`src/rtl/fpf_pkg.sv`:
```
// Package: shared helpers for the Fibonacci-weighted crosstalk-avoiding encoder.
// Assumes: arguments to the elaboration-time functions are small (M below ~40).
package fpf_pkg;

    // Returns the n-th Fibonacci number with fib_num(0)=0, fib_num(1)=1.
    function automatic int fib_num(input int n);
        int a;
        int b;
        int t;
        a = 0;
        b = 1;
        for (int i = 0; i < n; i++) begin
            t = a + b;
            a = b;
            b = t;
        end
        return a;
    endfunction

    // Bits needed to carry every legal input value 0 .. fib(m+2)-1.
    function automatic int val_width(input int m);
        return $clog2(fib_num(m + 2));
    endfunction

    // Controller state.
    typedef enum logic {
        ST_IDLE = 1'b0,
        ST_RUN  = 1'b1
    } enc_state_t;

endpackage

```
`src/rtl/fpf_weight_sel.sv`:
```
// Module: Fibonacci weight table and selector.
// Builds the weights f_0 .. f_(M+1) at elaboration and returns f_idx and
// f_(idx+1) for the bit position being resolved.
// Assumes: idx lies in 1 .. M whenever the outputs are used; otherwise they read 0.
module fpf_weight_sel
    import fpf_pkg::*;
#(
    parameter int M  = 6,
    parameter int VW = 5,
    parameter int IW = 3
) (
    input  logic [IW-1:0] idx,
    output logic [VW-1:0] w_lo,
    output logic [VW-1:0] w_hi
);

    localparam int NW = M + 2;

    logic [VW-1:0] tab [0:NW-1];

    // One constant entry per Fibonacci index.
    for (genvar g = 0; g < NW; g++) begin : g_tab
        assign tab[g] = VW'(fib_num(g));
    end

    // Picks the pair of weights bracketing the current bit position.
    always_comb begin
        w_lo = '0;
        w_hi = '0;
        for (int i = 1; i <= M; i++) begin
            if (idx == IW'(i)) begin
                w_lo = tab[i];
                w_hi = tab[i + 1];
            end
        end
    end

endmodule

```
`src/rtl/fpf_bit_step.sv`:
```
// Module: one resolution step of the remainder-tracking encoder.
// Given the remainder and the weights f_k and f_(k+1), decides bit k and the
// next remainder. With prev_bit = 0 it also serves the top bit.
// Assumes: rem < f_(k+2), so a set bit never drives the remainder below zero.
module fpf_bit_step #(
    parameter int VW = 5
) (
    input  logic [VW-1:0] rem,
    input  logic [VW-1:0] w_lo,
    input  logic [VW-1:0] w_hi,
    input  logic          prev_bit,
    output logic          bit_o,
    output logic [VW-1:0] rem_nx
);

    // Two threshold compares, then copy the upper neighbour inside the band.
    always_comb begin
        if (rem >= w_hi) begin
            bit_o = 1'b1;
        end else if (rem < w_lo) begin
            bit_o = 1'b0;
        end else begin
            bit_o = prev_bit;
        end
        rem_nx = bit_o ? (rem - w_lo) : rem;
    end

endmodule

```
`src/rtl/fpf_seq_ctrl.sv`:
```
// Module: sequencing controller for the iterative encoder.
// Takes a value when idle, walks the bit index from M down to 2 (one per
// clock), then strobes out_valid. A value failing the range test is refused
// with a one-cycle err strobe and the controller stays idle.
// Assumes: M >= 3; in_legal is a function of the offered value only.
module fpf_seq_ctrl
    import fpf_pkg::*;
#(
    parameter int M  = 6,
    parameter int IW = 3
) (
    input  logic          clk,
    input  logic          rst_n,
    input  logic          in_valid,
    input  logic          in_legal,
    output logic          in_ready,
    output logic          load,
    output logic          run,
    output logic          last_step,
    output logic [IW-1:0] idx,
    output logic          out_valid,
    output logic          out_err
);

    enc_state_t state_q;

    // Handshake and phase decode.
    always_comb begin
        in_ready  = (state_q == ST_IDLE);
        load      = in_ready && in_valid && in_legal;
        run       = (state_q == ST_RUN);
        last_step = run && (idx == IW'(2));
    end

    // State, bit index and result strobes.
    always_ff @(posedge clk) begin
        if (!rst_n) begin
            state_q   <= ST_IDLE;
            idx       <= '0;
            out_valid <= 1'b0;
            out_err   <= 1'b0;
        end else begin
            out_valid <= 1'b0;
            out_err   <= 1'b0;
            case (state_q)
                ST_IDLE: begin
                    if (in_valid) begin
                        if (in_legal) begin
                            state_q <= ST_RUN;
                            idx     <= IW'(M);
                        end else begin
                            out_err <= 1'b1;
                        end
                    end
                end
                ST_RUN: begin
                    if (idx == IW'(2)) begin
                        state_q   <= ST_IDLE;
                        out_valid <= 1'b1;
                    end else begin
                        idx <= idx - 1'b1;
                    end
                end
                default: state_q <= ST_IDLE;
            endcase
        end
    end

    // a taken value makes the encoder busy on the next cycle.
    p_busy_after_load_r2: assert property (@(posedge clk) disable iff (!rst_n)
        load |=> !in_ready);

    // the result strobe lasts one cycle.
    p_valid_pulse_r3: assert property (@(posedge clk) disable iff (!rst_n)
        out_valid |=> !out_valid);

    // the result strobe only follows a running conversion.
    p_valid_after_run_r3: assert property (@(posedge clk) disable iff (!rst_n)
        out_valid |-> $past(run));

    // a refused value yields an error strobe and leaves the encoder idle.
    p_refuse_r9: assert property (@(posedge clk) disable iff (!rst_n)
        (in_ready && in_valid && !in_legal) |=> (out_err && in_ready && !out_valid));

    // the bit index stays within the resolvable range while running.
    p_idx_range_r5: assert property (@(posedge clk) disable iff (!rst_n)
        run |-> (idx >= IW'(2) && idx <= IW'(M)));

endmodule

```
`src/rtl/fpf_encoder.sv`:
```
// Module: Fibonacci-weighted crosstalk-avoiding bus encoder (top).
// Converts a binary value into an M-bit codeword free of 010/101 patterns,
// resolving one bit per clock from the top down; out_valid strobes M-1 clocks
// after the value is taken. Values of f_(M+2) or more are refused via out_err.
// Assumes: M >= 3; inputs settle before each rising edge.
module fpf_encoder
    import fpf_pkg::*;
#(
    parameter  int M  = 6,
    localparam int VW = val_width(M)
) (
    input  logic          clk,
    input  logic          rst_n,
    input  logic          in_valid,
    output logic          in_ready,
    input  logic [VW-1:0] in_value,
    output logic          out_valid,
    output logic [M-1:0]  out_code,
    output logic          out_err
);

    localparam int IW    = $clog2(M + 1);
    localparam int LIMIT = fib_num(M + 2);

    logic          in_legal;
    logic          load;
    logic          run;
    logic          last_step;
    logic [IW-1:0] idx;
    logic [VW-1:0] w_lo;
    logic [VW-1:0] w_hi;
    logic [VW-1:0] rem_q;
    logic          prev_q;
    logic          bit_now;
    logic [VW-1:0] rem_nx;
    logic [M-1:0]  code_q;
    logic [VW-1:0] chk_value;

    // Range test against the first value the codeword cannot carry.
    always_comb begin
        in_legal = ({1'b0, in_value} < (VW + 1)'(LIMIT));
    end

    fpf_seq_ctrl #(
        .M  (M),
        .IW (IW)
    ) u_ctrl (
        .clk       (clk),
        .rst_n     (rst_n),
        .in_valid  (in_valid),
        .in_legal  (in_legal),
        .in_ready  (in_ready),
        .load      (load),
        .run       (run),
        .last_step (last_step),
        .idx       (idx),
        .out_valid (out_valid),
        .out_err   (out_err)
    );

    fpf_weight_sel #(
        .M  (M),
        .VW (VW),
        .IW (IW)
    ) u_wsel (
        .idx  (idx),
        .w_lo (w_lo),
        .w_hi (w_hi)
    );

    fpf_bit_step #(
        .VW (VW)
    ) u_step (
        .rem      (rem_q),
        .w_lo     (w_lo),
        .w_hi     (w_hi),
        .prev_bit (prev_q),
        .bit_o    (bit_now),
        .rem_nx   (rem_nx)
    );

    // Remainder, upper-neighbour bit and codeword registers.
    always_ff @(posedge clk) begin
        if (!rst_n) begin
            rem_q     <= '0;
            prev_q    <= 1'b0;
            code_q    <= '0;
            chk_value <= '0;
        end else if (load) begin
            rem_q     <= in_value;
            prev_q    <= 1'b0;
            chk_value <= in_value;
        end else if (run) begin
            rem_q  <= rem_nx;
            prev_q <= bit_now;
            for (int i = 1; i <= M; i++) begin
                if (idx == IW'(i)) begin
                    code_q[i-1] <= bit_now;
                end
            end
            if (last_step) begin
                code_q[0] <= rem_nx[0];
            end
        end
    end

    assign out_code = code_q;

    // Check-only views of the finished codeword.
    logic code_bad;
    int   code_sum;

    // Scans adjacent triples and totals the Fibonacci weights of set bits.
    always_comb begin
        code_bad = 1'b0;
        code_sum = 0;
        for (int i = 0; i + 2 < M; i++) begin
            if (code_q[i+2 -: 3] == 3'b010 || code_q[i+2 -: 3] == 3'b101) begin
                code_bad = 1'b1;
            end
        end
        for (int i = 0; i < M; i++) begin
            if (code_q[i]) begin
                code_sum = code_sum + fib_num(i + 1);
            end
        end
    end

    // what is left after bit 2 fits in a single bit.
    p_last_rem_r6: assert property (@(posedge clk) disable iff (!rst_n)
        last_step |-> (rem_nx <= VW'(1)));

    // a step never grows the remainder.
    p_rem_shrinks_r5: assert property (@(posedge clk) disable iff (!rst_n)
        run |-> (rem_nx <= rem_q));

    // a presented codeword is free of isolated bits.
    p_no_isolated_r7: assert property (@(posedge clk) disable iff (!rst_n)
        out_valid |-> !code_bad);

    // the weighted sum of a presented codeword matches the taken value.
    p_weight_sum_r8: assert property (@(posedge clk) disable iff (!rst_n)
        out_valid |-> (code_sum == int'(chk_value)));

    // the codeword holds while the encoder stays idle.
    p_code_hold_r10: assert property (@(posedge clk) disable iff (!rst_n)
        (in_ready && $past(in_ready)) |-> $stable(out_code));

endmodule

```
`config.mk`:
```
export PLATFORM = sky130hd
export DESIGN_NAME = fpf_encoder
export DESIGN_NICKNAME = d
export VERILOG_FILES = /design/src/rtl/fpf_pkg.sv /design/src/rtl/fpf_weight_sel.sv /design/src/rtl/fpf_bit_step.sv /design/src/rtl/fpf_seq_ctrl.sv /design/src/rtl/fpf_encoder.sv
export SDC_FILE = /design/constraint.sdc
export NUM_CORES = 1
export LEC_CHECK = 0
export BUFFER_PORTS_ARGS = -buffer_cell sky130_fd_sc_hd__buf_2
export CORE_UTILIZATION = 39
export CTS_CLUSTER_DIAMETER = 40
export DETAILED_ROUTE_END_ITERATION = 7
export PLACE_DENSITY = 0.6
export REMOVE_ABC_BUFFERS = 1
export SLEW_MARGIN = 20
export SYNTH_ARGS = -nofsm -noshare
export SYNTH_HDL_FRONTEND = slang
export SYNTH_SLANG_ARGS = --single-unit
```
`constraint.sdc`:
```
create_clock -name clk -period 5.1 [get_ports clk]
set_input_delay 0.255 -clock clk [delete_from_list [all_inputs] [get_ports clk]]
set_output_delay 0.255 -clock clk [all_outputs]
set_load 0.02 [all_outputs]
```
* Yosys cells after proc, flatten, opt, wreduce, memory -nomap -nowiden
Cells that the tools add are included.
** Word-level totals
- Input bits :: 8
- Flip-flop bits (word level) :: 18
- Output and inout bits :: 9
** Cells by class
- Add/sub/neg operators :: 2
- Bitwise gates (word level) :: 4
- Equal/unequal tests :: 9
- $lt $le $gt $ge :: 3
- Muxes and demuxes :: 28
- Reductions and logical operators :: 17
** Operators with widths (number)
- $reduce_and 3->1 :: 7
- $mux 3 :: 5
- $mux 5 :: 3
- $mux 4 :: 3
- $mux 1 :: 11
- $eq 3x3->1 const B :: 3
- $mux 2 :: 4
- $eq 3x2->1 const B :: 2
- $pmux 3 s2 :: 1
- $reduce_bool 2->1 :: 3
- $ge 5x4->1 :: 1
- $lt 5x4->1 :: 1
- $lt 5x5->1 const B :: 1
- $sub 5x4->5 :: 1
- $ne 2x2->1 const B :: 2
- $not 1->1 :: 4
- $reduce_and 2->1 :: 2
- $eq 3x1->1 const B :: 1
- $logic_and 1x1->1 :: 3
- $reduce_or 3->1 :: 1
- $sub 3x1->3 const B :: 1
- $ne 2x1->1 const B :: 1
- $pmux 1 s2 :: 1
- $reduce_or 2->1 :: 1

* Depth between registers and ports, before layout
Gate-level depths: netlist of run 1.
- Depth after elaboration :: 13
- Mapped depth :: 13

* Modules after synthesis
Synthesis of run 1 repeated with hierarchy kept, for this count alone.
** Unflattened totals
- Cell total of the unflattened synthesis :: 157
- Area total of the unflattened synthesis :: 1387.6 µm²
** By module, submodules not included
- fpf_encoder :: area each 626.9 µm², instances 1, cells an instance 66, sequential area each 240.2 µm²
- fpf_bit_step :: area each 380.4 µm², instances 1, cells an instance 46, sequential area each 0.0 µm²
- fpf_seq_ctrl :: area each 281.5 µm², instances 1, cells an instance 30, sequential area each 120.1 µm²
- fpf_weight_sel :: area each 98.8 µm², instances 1, cells an instance 15, sequential area each 0.0 µm²

* Worst setup path after synthesis of run 1
Ideal clock, no wire load.
- Kind :: flip-flop to flip-flop
- Start :: register u_ctrl.idx[0]
- End :: register rem_q[4]
- Setup slack :: 2517 ps
- Arrival :: 2460 ps
- Setup time :: 123 ps
- Period minus slack after synthesis :: 2583 ps
- Path buffers :: 2
- Cell stages (with the launch flop) :: 14
- Path through :: dfxtp_1 inv_1 ha_1 clkbuf_1 nor2_1 nand3_1 a21boi_0 ha_1 nor2b_1 o2111ai_1 nand3_2 buf_2 a311oi_1 nor3_1
** Between the ends
- Word-level cells in the longest chain between the ends :: 12
** RTL lines
- start: declaration :: RTL line fpf_seq_ctrl.sv:20 : output logic [IW-1:0] idx,
- start signal: assignment :: RTL line fpf_seq_ctrl.sv:50 : idx <= IW'(M);
- start signal: assignment :: RTL line fpf_seq_ctrl.sv:61 : idx <= idx - 1'b1;
- $eq 3x1->1 :: RTL line fpf_weight_sel.sv:31 : if (idx == IW'(i)) begin
- $mux 1 (2 in series) :: RTL line fpf_weight_sel.sv:31
- $mux 2 (2 in series) :: RTL line fpf_weight_sel.sv:31
- $mux 3 :: RTL line fpf_weight_sel.sv:31
- $mux 4 :: RTL line fpf_weight_sel.sv:31
- $lt 5x4->1 :: RTL line fpf_bit_step.sv:20 : end else if (rem < w_lo) begin
- $mux 1 :: RTL line fpf_bit_step.sv:20
- $mux 1 :: RTL line fpf_bit_step.sv:18 : if (rem >= w_hi) begin
- $reduce_bool 2->1 (no source line)
- $reduce_and 2->1 (no source line)
- end signal: assignment :: RTL line fpf_encoder.sv:90 : rem_q <= in_value;
- end signal: assignment :: RTL line fpf_encoder.sv:94 : rem_q <= rem_nx;
- end: declaration :: RTL line fpf_encoder.sv:32 : logic [VW-1:0] rem_q;
Several ways; a longest one is shown, not always the timed one. The select of a mux whose other input is x is not followed.
A chain may end at the register's enable or synchronous reset.

* Worst setup path after layout of run 1
- Start :: register u_ctrl.idx[0]
- End :: register code_q[0] (netlist: out_code[0])
** Between the ends
- Word-level cells in the longest chain between the ends :: 12
** RTL lines
- $eq 3x1->1 :: RTL line fpf_weight_sel.sv:31, fpf_encoder.sv:97
- $mux 1 (2 in series) :: RTL line fpf_weight_sel.sv:31
- $mux 2 (2 in series) :: RTL line fpf_weight_sel.sv:31
- $mux 3 :: RTL line fpf_weight_sel.sv:31
- $mux 4 :: RTL line fpf_weight_sel.sv:31
- $lt 5x4->1 :: RTL line fpf_bit_step.sv:20
- $mux 1 :: RTL line fpf_bit_step.sv:20
- $mux 1 :: RTL line fpf_bit_step.sv:18
- $mux 1 / $mux 5 (equally long branches) :: RTL line fpf_encoder.sv:97, fpf_bit_step.sv:25
- $mux 1 :: RTL line fpf_encoder.sv:101 : if (last_step) begin
- end signal: indexed assignment :: RTL line fpf_encoder.sv:98 : code_q[i-1] <= bit_now;
- end signal: assignment :: RTL line fpf_encoder.sv:102 : code_q[0] <= rem_nx[0];
- end: declaration :: RTL line fpf_encoder.sv:36 : logic [M-1:0] code_q;
Several ways; a longest one is shown, not always the timed one. The select of a mux whose other input is x is not followed.

==> summary.txt, run 1 <==
Placement
  – Gpl congestion: 0.892
  – Port bufs: 16
  – Hpwl dp: 2070 µm
  – Placed standard-cell area: 1310 µm²

Logic synthesis
  – Proportion of netlist area held by the largest area contributor: 0.297
  – Cell taking the most area after synthesis: dfxtp_1
  – Post-Syn Area per Cell: 8.44 µm²
  – Register area share after synthesis: 0.297
  – Synth Cell Area: 1210 µm²
  – Top FF cell, synth: dfxtp_1
  – Ys async rst share: 0
  – Post-Syn Instances: 144
  – Post-synth EDFFs: 0
  – Synth area leaders: dfxtp_1, ha_1, mux2i_1, nor2_1, and3_1
  – Synth Register Bits: 18
  – Most common cell in the netlist: dfxtp_1
  – Synth warn: 0
  – Yosys cell types: 40
  – List of most frequent post-synthesis cells: dfxtp_1, ha_1, nor2_1, inv_1, nand2_1

Detailed routing
  – Iter 0 DRT Violations: 58
  – Pre-antenna DRT Iters: 4
  – WL final: 2710 µm
  – Post-DRT Antenna Nets: 0
  – Drt via density: 5.84
  – DRC Markers: 0
  – Wire length per cell: 14.4 µm
  – DR vias: 1,098

STA
  – Slew headroom: 0.585
  – Worst slew pin tran: 0.622 ns
  – RSZ-0062 raised after global routing: no
  – Fin crit share: 0.599
  – Minimum clock period: 3.06 ns
  – Fmax achieved: 327 MHz
  – Final hold violations: 0
  – Slew Viols, Final: 0
  – TNS Setup: 0 ns
  – Setup-failing EPs final: 0
  – Clock Skew: 0.0110 ns

Setup path
  – Worst endpoint data arrival time: 3.23 ns
  – Critical-path top delay cell: a2111oi_0
  – Crit Path Category: reg -> reg
  – CP max FO: 16
  – CP Cell Sequence: inv_1, ha_1, nor2_1, nand3_1, a21boi_0, ha_1, nor2b_1, o2111ai_1, nand3_2, a2111oi_0, nor4_1
  – CP delay by family, top: compound AO/OA/AOI/OAI gates
  – Most used cell along the critical path: ha_1
  – Nature of the critical path endpoint: flop
  – CP Launch Type: flop
  – Max incr delay on CP: 0.54 ns
  – Critical Path RT: 5.27 ns
  – Crit path buf inv count: 1

Run status
  – Status: finished clean

Power and ir drop
  – Power per cell area: 340 nW/µm²
  – Leak Pwr: 0.000630 µW
  – Max VDD drop: 0.172 mV

Die
  – Rows: 19
  – Starting Density: 0.426
  – Die area: 3340 µm²
  – Io pins: 17
  – Die Width: 57.8 µm
  – Die height: 57.8 µm
  – Core area: 2850 µm²

Hold path
  – Worst Hold Class: in -> reg

Clock network
  – Worst-skew pair later-pin latency: 0.30 ns
  – # H-tree levels: 1
  – Clock Path Buffers: 2
  – Clk root buf: clkbuf_4
  – Post-CTS setup buffer count: 0
  – # resized after CTS: 0
  – Clock buffer count from CTS: 3
  – CTS Sinks: 18
  – TritonCTS clock tree: built
  – Clock-pin slew on the worst setup and hold paths: 0.12 ns
  – Cts-stage hold buffer count: 0

Run
  – Max-Cap Viols: 0

Layout
  – Fill count: 296
  – Fin nets: 181
  – Fin area: 1340 µm²
  – P&R area growth vs syn: 10.5%
  – Diode count: 0
  – Layout cells sized above 1: 0.159

Global route
  – Global-route wire length before repair: 4610 µm
  – GRT overflow: 0
  – Total track usage: 0.180
  – Vias in the first global route: 988
  – Pin count of the biggest net entering global routing: 22
  – Initial antenna violation count: 0
## cell type report
cell class | count | area [µm²] | share of cell area
clock buffer | 4 | 36.3 | 0.0270
inverter | 11 | 41.3 | 0.0308
multi-input combinational | 108 | 786 | 0.585
sequential | 18 | 360 | 0.268
tap | 31 | 38.8 | 0.0289
timing repair buffer | 16 | 80.1 | 0.0596
## state kept, by name, summed over array words and instances (netlist names)
| name | flops |
|---|---|
| out_code | 6 |
| u_ctrl.out_err | 1 |
| u_ctrl.out_valid | 1 |
| rem_q | 5 |
| u_ctrl.run | 1 |
| u_ctrl.idx | 3 |
| prev_q | 1 |
## final timing paths
path                     to  depth (start not counted)     startpoint  slack, ns
max             out_code[0]                         11  u_ctrl.idx[0]       2.04
min          u_ctrl.out_err                          3       in_valid       0.23
max reg2reg     out_code[0]                         11  u_ctrl.idx[0]       2.04
min reg2reg     out_code[1]                          2    out_code[1]       0.50
## cells in the final DEF, fill, tap and decap left out, drive strengths merged
cell      n
and4      1
and3      6
o31ai     1
dfxtp    18
mux2      2
a2bb2oi   1
o2111ai   1
a31oi     1
buf      16
nor4      2
nor2     11
a21o      3
inv      10
nand3     7
clkinv    1
xor2      1
a21boi    1
mux2i     5
o311a     1
o21a      3
a21oi     7
a211oi    2
nor3      6
xnor2     1
o211ai    1
nand2     8
nand3b    1
o21ai     6
ha       14
a311oi    1
clkbuf    4
or3       3
and2      1
o311ai    2
a2111oi   2
nor2b     5
fa        1
## per-layer routing
layer	GRT usage	vias up	part of all wire
li1	-	543	-
met1	0.253	519	0.48
met2	0.292	31	0.46
met3	0.0201	5	0.045
met4	0.0510	0	0.011
met5	0	-	0
## worst register-to-register path: stages (launching register included)
cell	delay, ns
dfxtp_1	0.38
inv_1	0.13
ha_1	0.33
nor2_1	0.26
nand3_1	0.10
a21boi_0	0.16
ha_1	0.31
nor2b_1	0.13
o2111ai_1	0.20
nand3_2	0.30
a2111oi_0	0.54
nor4_1	0.09
## cells by family (layout without fill, tap and decap cells)
kind of cell / count (synthesis) / count (layout) / synth area share
simple gates: 51 / 51 / 0.217
xor+xnor: 2 / 2 / 0.0144
compound gates: 33 / 33 / 0.195
mux: 7 / 7 / 0.0597
buf+inv: 18 / 31 / 0.0566
fa+ha+maj: 15 / 15 / 0.161
flops: 18 / 18 / 0.297
## through the flow
stage	setup WS (ns)	utilization	total power [µW]	hold slack (ns)	cells
after detailed placement	2.09	0.458	368	0.484	184
after global routing	1.76	0.471	495	0.227	188
after global placement	2.29	0.458	362	0.477	184
final	2.04	0.471	456	0.233	188
after floorplan	2.49	-	319	0.373	137
after CTS	2.07	0.471	458	0.231	188
## power by group
part / switching (µW) / internal [µW] / leakage (µW) / total (µW)
Clock: 47.0 / 43.5 / 0.0000210 / 90.5
Sequential: 18.3 / 154 / 0.000147 / 172
Combinational: 109 / 84.6 / 0.000462 / 194
Total: 175 / 282 / 0.000630 / 456
No activity file was read; power rests on OpenSTA's default activity.
==> run 2, diff against run 1 <==
--- a/config.mk
+++ b/config.mk
@@ -5,11 +5,12 @@
 export SDC_FILE = /design/constraint.sdc
 export NUM_CORES = 1
 export LEC_CHECK = 0
+export ABC_AREA = 1
 export BUFFER_PORTS_ARGS = -buffer_cell sky130_fd_sc_hd__buf_2
 export CORE_UTILIZATION = 39
 export CTS_CLUSTER_DIAMETER = 40
 export DETAILED_ROUTE_END_ITERATION = 7
-export PLACE_DENSITY = 0.6
+export PLACE_DENSITY = 0.62
 export REMOVE_ABC_BUFFERS = 1
 export SLEW_MARGIN = 20
 export SYNTH_ARGS = -nofsm -noshare
==> constraint.sdc (replaced) <==
create_clock -name clk -period 2.5 [get_ports clk]
set_input_delay 0.125 -clock clk [delete_from_list [all_inputs] [get_ports clk]]
set_output_delay 0.125 -clock clk [all_outputs]
set_load 0.02 [all_outputs]
==> run 2 against run 1 <==
Effect of this change:
- setup slack worse by 1.9 ns
- routed wire length is 1.4% higher
- sequential cell count unchanged
- register-to-register slack got worse by 1.9 ns
- critical path depth rose by 5
- critical endpoint is now rem_q[4]
==> summary.txt, run 2 <==
Run status
  – Status: finished clean

Clock network
  – Clock Path Buffers: 2 (unchanged)
  – # H-tree levels: 1 (unchanged)
  – Post-CTS setup buffer count: 0 (unchanged)
  – # resized after CTS: 0 (unchanged)
  – Clk root buf: clkbuf_4
  – Cts-stage hold buffer count: 0 (unchanged)
  – Clock buffer count from CTS: 3 (unchanged)
  – Clock-pin slew on the worst setup and hold paths: 0.11 ns (about the same)
  – TritonCTS clock tree: built
  – CTS Sinks: 18 (unchanged)
  – Worst-skew pair later-pin latency: 0.30 ns (about the same)

STA
  – Setup-failing EPs final: 0 (unchanged)
  – Slew headroom: 0.595 (+0.0102)
  – Minimum clock period: 2.34 ns (-0.721 ns)
  – Final hold violations: 0 (unchanged)
  – Fin worst setup slack: 0.165 ns (-1.88 ns)
  – Fmax achieved: 428 MHz (+31%)
  – Worst slew pin tran: 0.607 ns (-0.0153 ns)
  – Slew Viols, Final: 0 (unchanged)
  – Clock Skew: 0.00357 ns (-0.00741 ns)
  – Fin crit share: 0.934 (+0.335)
  – TNS Setup: 0 ns (unchanged)

Detailed routing
  – Wire length per cell: 10.6 µm (-26%)
  – Iter 0 DRT Violations: 23 (-60%)
  – Pre-antenna DRT Iters: 4 (unchanged)
  – Drt via density: 4.39 (-25%)
  – DRC Markers: 0 (unchanged)
  – DR vias: 1,136 (+3.5%)
  – WL final: 2740 µm (+1.4%)
  – Post-DRT Antenna Nets: 0 (unchanged)

Global route
  – GRT met2 Usage: 0.253 (-0.0392)
  – Initial antenna violation count: 0 (unchanged)
  – Total track usage: 0.168 (-0.0126)
  – M1 GR Usage: 0.242 (-0.0117)
  – GRT overflow: 0 (unchanged)
  – Pin count of the biggest net entering global routing: 12 (-45%)
  – Vias in the first global route: 1,005 (+1.7%)
  – M3 GR Usage: 0.0252 (+0.00512)
  – GR peak layer: met2
  – Global-route wire length before repair: 4560 µm (-1.1%)

Die
  – Core area: 3340 µm² (+17%)
  – Die area: 3750 µm² (+12%)
  – Die Width: 61.2 µm (+5.9%)
  – Starting Density: 0.410 (-0.0157)
  – Io pins: 17 (unchanged)
  – Die height: 61.2 µm (+5.9%)
  – Rows: 21 (+2)

Placement
  – Gpl congestion: 0.885 (-0.77%)
  – Hpwl dp: 2140 µm (+3.7%)
  – Place WS: 0.0509 ns (-2.04 ns)
  – Port bufs: 16 (unchanged)
  – Placed standard-cell area: 1490 µm² (+14%)

Logic synthesis
  – Synth warn: 0 (unchanged)
  – Mux cell area share after synthesis: 0 (-0.0597)
  – Proportion of netlist area held by the largest area contributor: 0.263 (-0.0333)
  – Xor/xnor share of the synthesized area: 0.0128 (-0.00162)
  – Post-Syn Area per Cell: 7.02 µm² (-17%)
  – Main combinational cell family by area after synthesis: simple AND/OR/NAND/NOR gates
  – Cell taking the most area after synthesis: dfxtp_1
  – Post-synthesis simple-gate area fraction: 0.340 (+0.123)
  – Yosys cell types: 32 (-20%)
  – Ys async rst share: 0 (unchanged)
  – Post-synth EDFFs: 0 (unchanged)
  – Synth Register Bits: 18 (unchanged)
  – Register area share after synthesis: 0.263 (-0.0333)
  – Post-Syn Instances: 195 (+35%)
  – Compound-Gate Fraction of Synth Area: 0.112 (-0.0822)
  – Top FF cell, synth: dfxtp_1
  – List of most frequent post-synthesis cells: nand2_1, inv_1, dfxtp_1, nor2_1, ha_1
  – Most common cell in the netlist: nand2_1
  – Synth area leaders: dfxtp_1, nand2_1, ha_1, inv_1, nor2_1
  – Synth Area in Adders: 0.143 (-0.0181)
  – Synth Cell Area: 1370 µm² (+13%)

Setup path
  – Worst r2r path cells: 16 (+5)
  – Critical Path RT: 2.70 ns (-2.57 ns)
  – Reg2reg end: rem_q[4]
  – CP max FO: 4 (-12)
  – Worst endpoint data arrival time: 2.53 ns (-0.70 ns)
  – Nature of the critical path endpoint: flop
  – CP Launch Type: flop
  – Crit Path Category: reg -> reg
  – Reg2reg setup slack: 0.16 ns (-1.88 ns)
  – Reg2reg start: u_ctrl.idx[0]

Layout
  – Max FFs per register: 6 (unchanged)
  – Most common cell after layout, fill and taps aside: nand2_1
  – Layout cells sized above 1: 0.230 (+0.0708)
  – Fin nets: 237 (+31%)
  – Diode count: 0 (unchanged)
  – Fin area: 1540 µm² (+14%)
  – Most frequent cells in the layout: nand2_1, inv_1, dfxtp_1, nor2_1, buf_2
  – P&R area growth vs syn: 12.2%
  – Fill count: 370 (+25%)

Power and ir drop
  – Leak Pwr: 0.000826 µW (+31%)
  – Power per cell area: 721 nW/µm² (+110%)
  – Max VDD drop: 0.451 mV (+160%)

Hold path
  – WHS Path Cells: 3 (unchanged)
  – HP Start: in_valid
  – Worst Hold Class: in -> reg
  – Hold path endpoint: u_ctrl.out_err

Run
  – Max-Cap Viols: 0 (unchanged)
[run 2: kinds of logic (layout without fill, tap and decap cells)]
| kind of cell | count (synthesis) | after routing |
|---|---|---|
| simple gates | 95 | 95 |
| fa+ha+maj | 15 | 15 |
| xor+xnor | 2 | 2 |
| buf+inv | 40 | 58 |
| flops | 18 | 18 |
| compound gates | 25 | 25 |
[run 2: worst max-delay path by stage]
stage                             start       end  slack [ns]  cells after the start
after CTS                 u_ctrl.idx[1]  rem_q[4]        0.04                     16
final                     u_ctrl.idx[0]  rem_q[4]        0.16                     16
after detailed placement  u_ctrl.idx[1]  rem_q[4]        0.05                     16
after floorplan           u_ctrl.idx[0]  rem_q[4]        0.15                     16
after global routing      u_ctrl.idx[0]  rem_q[4]      -0.002                     16
after global placement    u_ctrl.idx[1]  rem_q[4]        0.12                     16
[run 2: area by class of cell]
class / count / area [µm²] / area share
repair buffers: 17 / 87.6 / 0.0570
clock buffers: 4 / 36.3 / 0.0236
flip-flops and latches: 18 / 362 / 0.236
well taps: 46 / 57.6 / 0.0375
inverters: 37 / 149 / 0.0970
multi-input cells: 137 / 843 / 0.549
[run 2: routing by layer]
layer,vias up,share of wire
met4,0,0.017
met2,17,0.42
li1,637,-
met5,-,0
met3,5,0.036
met1,477,0.53
[run 2: report_power, final]
part / internal [µW] / switching (µW) / total (µW) / leakage [µW]
Clock: 89.0 / 97.4 / 186 / 0.0000210
Sequential: 316 / 35.4 / 352 / 0.000147
Combinational: 218 / 351 / 570 / 0.000658
Total: 624 / 484 / 1110 / 0.000826
[run 2: per-stage QoR]
stage | cells | hold slack (ns) | total power, µW | utilization
3_5_place_dp | 255 | 0.442 | 919 | 0.445
3_3_place_gp | 255 | 0.441 | 919 | 0.445
4_1_cts | 259 | 0.119 | 1100 | 0.456
6_report | 259 | 0.115 | 1110 | 0.460
5_1_grt | 259 | 0.118 | 1200 | 0.460
2_1_floorplan | 192 | 0.223 | 801 | -
[run 2: critical path, cell delays in order, from the launching register on]
cell and delay, ns:
dfxtp_1 0.32, buf_4 0.14, ha_1 0.22, o21ai_2 0.13
or2_2 0.12, a31oi_1 0.07, ha_1 0.22, fa_2 0.35
nand3b_1 0.19, nand2_1 0.08, nand2_1 0.04, nand2_1 0.05
inv_1 0.04, nand3_1 0.07, nand2_1 0.06, nor2_1 0.10
nor2_1 0.04
==> run 3, diff against run 2 <==
--- a/config.mk
+++ b/config.mk
@@ -6,7 +6,7 @@
 export NUM_CORES = 1
 export LEC_CHECK = 0
 export ABC_AREA = 1
-export BUFFER_PORTS_ARGS = -buffer_cell sky130_fd_sc_hd__buf_2
+export BUFFER_PORTS_ARGS = -buffer_cell sky130_fd_sc_hd__buf_4
 export CORE_UTILIZATION = 39
 export CTS_CLUSTER_DIAMETER = 40
 export DETAILED_ROUTE_END_ITERATION = 7
==> run 3 against run 2 <==
Effect of this change:
- die area is the same
- combinational power up 0.7%
- sequential share of layout area decreased by 0.54 points
- critical path depth unchanged
- design area increased by 2.4%
- clock power about the same
- first-iteration DRC count rose by 91%
- sequential cell count is the same
- core utilization grew 1.1 points
- sequential power is essentially flat
- clock skew decreased by 0.00059 ns
- largest cell class unchanged
==> summary.txt, run 3 (same netlist as run 2, synthesis figures left out) <==
Global route
  – Pin count of the biggest net entering global routing: 12 (unchanged)
  – Initial antenna violation count: 0 (unchanged)
  – Vias in the first global route: 983 (-2.2%)
  – GRT overflow: 0 (unchanged)
  – Total track usage: 0.164 (-0.00401)
  – Global-route wire length before repair: 4440 µm (-2.7%)

Layout
  – Storage cell area: 362 µm² (unchanged)
  – Most frequent cells in the layout: nand2_1, inv_1, nor2_1, buf_4, dfxtp_1
  – Fill count: 356 (-3.8%)
  – Diode count: 0 (unchanged)
  – Multi-input logic area: 840 µm² (-0.45%)
  – P&R area growth vs syn: 14.8%
  – Max FFs per register: 6 (unchanged)
  – Fin area: 1570 µm² (+2.4%)
  – Layout cells sized above 1: 0.221 (-0.00939)
  – Most common cell after layout, fill and taps aside: nand2_1
  – Fin nets: 237 (unchanged)

STA
  – RSZ-0062 raised after global routing: no
  – Worst slew pin tran: 0.585 ns (-0.0218 ns)
  – Setup-failing EPs final: 0 (unchanged)
  – Fin crit share: 0.937 (+0.00289)
  – Fmax achieved: 427 MHz (-0.31%)
  – TNS Setup: 0 ns (unchanged)
  – Slew Viols, Final: 0 (unchanged)
  – Slew headroom: 0.610 (+0.0145)
  – Minimum clock period: 2.34 ns (+0.00723 ns)
  – Fin Hold WS: 0.0892 ns (-0.0260 ns)
  – Fin worst setup slack: 0.158 ns (-0.00723 ns)
  – Clock Skew: 0.00298 ns (-0.000586 ns)
  – Final hold violations: 0 (unchanged)

Detailed routing
  – DRC Markers: 0 (unchanged)
  – Pre-antenna DRT Iters: 5 (+1)
  – Wire length per cell: 10.3 µm (-3.0%)
  – Drt via density: 4.36 (-0.53%)
  – Iter 0 DRT Violations: 44 (+91%)
  – Post-DRT Antenna Nets: 0 (unchanged)
  – WL final: 2660 µm (-3.0%)
  – DR vias: 1,130 (-0.53%)

Setup path
  – Most used cell along the critical path: nand2_1
  – CP Cell Sequence: buf_4, ha_1, o21ai_1, or2_2, a31oi_1, ha_2, fa_2, nand3b_1, nand2_1, nand2_1, nand2_1, inv_1, nand3_1, nand2_1, nor2_1, nor2_1
  – Critical Path RT: 2.70 ns (about the same)
  – Critical-path top delay cell: fa_2
  – Worst endpoint data arrival time: 2.54 ns (about the same)
  – Crit Path Category: reg -> reg
  – Max incr delay on CP: 0.34 ns (about the same)
  – CP max FO: 4 (unchanged)
  – Nature of the critical path endpoint: flop
  – CP Launch Type: flop

Die
  – Core area: 3340 µm² (unchanged)
  – Starting Density: 0.410 (unchanged)
  – Rows: 21 (unchanged)
  – Die Width: 61.2 µm (unchanged)
  – Io pins: 17 (unchanged)
  – Die area: 3750 µm² (unchanged)
  – Die height: 61.2 µm (unchanged)

Clock network
  – Post-CTS setup buffer count: 0 (unchanged)
  – Cts-stage hold buffer count: 0 (unchanged)
  – Clock-pin slew on the worst setup and hold paths: 0.11 ns (about the same)
  – Clk root buf: clkbuf_4
  – Worst-skew pair later-pin latency: 0.30 ns (about the same)
  – CTS Sinks: 18 (unchanged)
  – Clock Path Buffers: 2 (unchanged)
  – TritonCTS clock tree: built
  – Clock buffer count from CTS: 3 (unchanged)
  – # H-tree levels: 1 (unchanged)

Hold path
  – Worst Hold Class: in -> reg

Placement
  – Gpl congestion: 0.870 (-1.7%)
  – Hpwl dp: 2120 µm (-0.92%)
  – Place WS: 0.0571 ns (+0.00620 ns)
  – Placed standard-cell area: 1530 µm² (+2.7%)
  – Port bufs: 16 (unchanged)

Power and ir drop
  – Max VDD drop: 0.358 mV (-21%)
  – Leak Pwr: 0.000832 µW (+0.73%)
  – Power per cell area: 707 nW/µm² (-2.0%)

Run status
  – Status: finished clean

Run
  – Max-Cap Viols: 0 (unchanged)
run 3: final cells by class:
cell class,instances,share of cell area
clock buffer,4,0.0231
multi-input combinational,137,0.534
inverter,37,0.0947
timing repair buffer,17,0.0812
sequential,18,0.230
tap,46,0.0366
run 3: repair_timing:
item | 4_1_cts | 5_1_grt
resized for setup | 0 | 6
setup endpoints to repair | 0 | 9
endpoints found under the hold margin | 0 | 0
run 3: metal layers:
layer	GRT usage	wire, µm
met2	0.244	1110
met1	0.230	1430
met5	0	0
met3	0.0252	84
met4	0.0779	40
run 3: power breakdown:
group | internal [µW] | switching [µW]
Combinational | 225 | 349
Clock | 89.0 | 96.9
Sequential | 316 | 34.5
Total | 630 | 481
run 3: metrics by stage:
step / cells / total power, µW / utilization
2_1_floorplan: 192 / 801 / -
3_3_place_gp: 255 / 925 / 0.457
3_5_place_dp: 255 / 925 / 0.457
4_1_cts: 259 / 1120 / 0.468
5_1_grt: 259 / 1210 / 0.471
6_report: 259 / 1110 / 0.471
run 3: worst max-delay path, delay by kind of cell (launching register included):
| family | cells | cell delay, ns |
|---|---|---|
| AND/OR/NAND/NOR | 9 | 0.75 |
| buffers and inverters | 2 | 0.18 |
| AO/OA/AOI/OAI | 2 | 0.24 |
| flip-flops | 1 | 0.32 |
| adder cells (fa/ha/maj) | 3 | 0.73 |
run 3: final timing paths:
check,start,to,slack (ns),cells past startpoint
min,rst_n,out_code[4],0.09,3
max reg2reg,u_ctrl.idx[0],rem_q[4],0.16,16
min reg2reg,out_code[1],out_code[1],0.48,2
max,u_ctrl.idx[0],rem_q[4],0.16,16
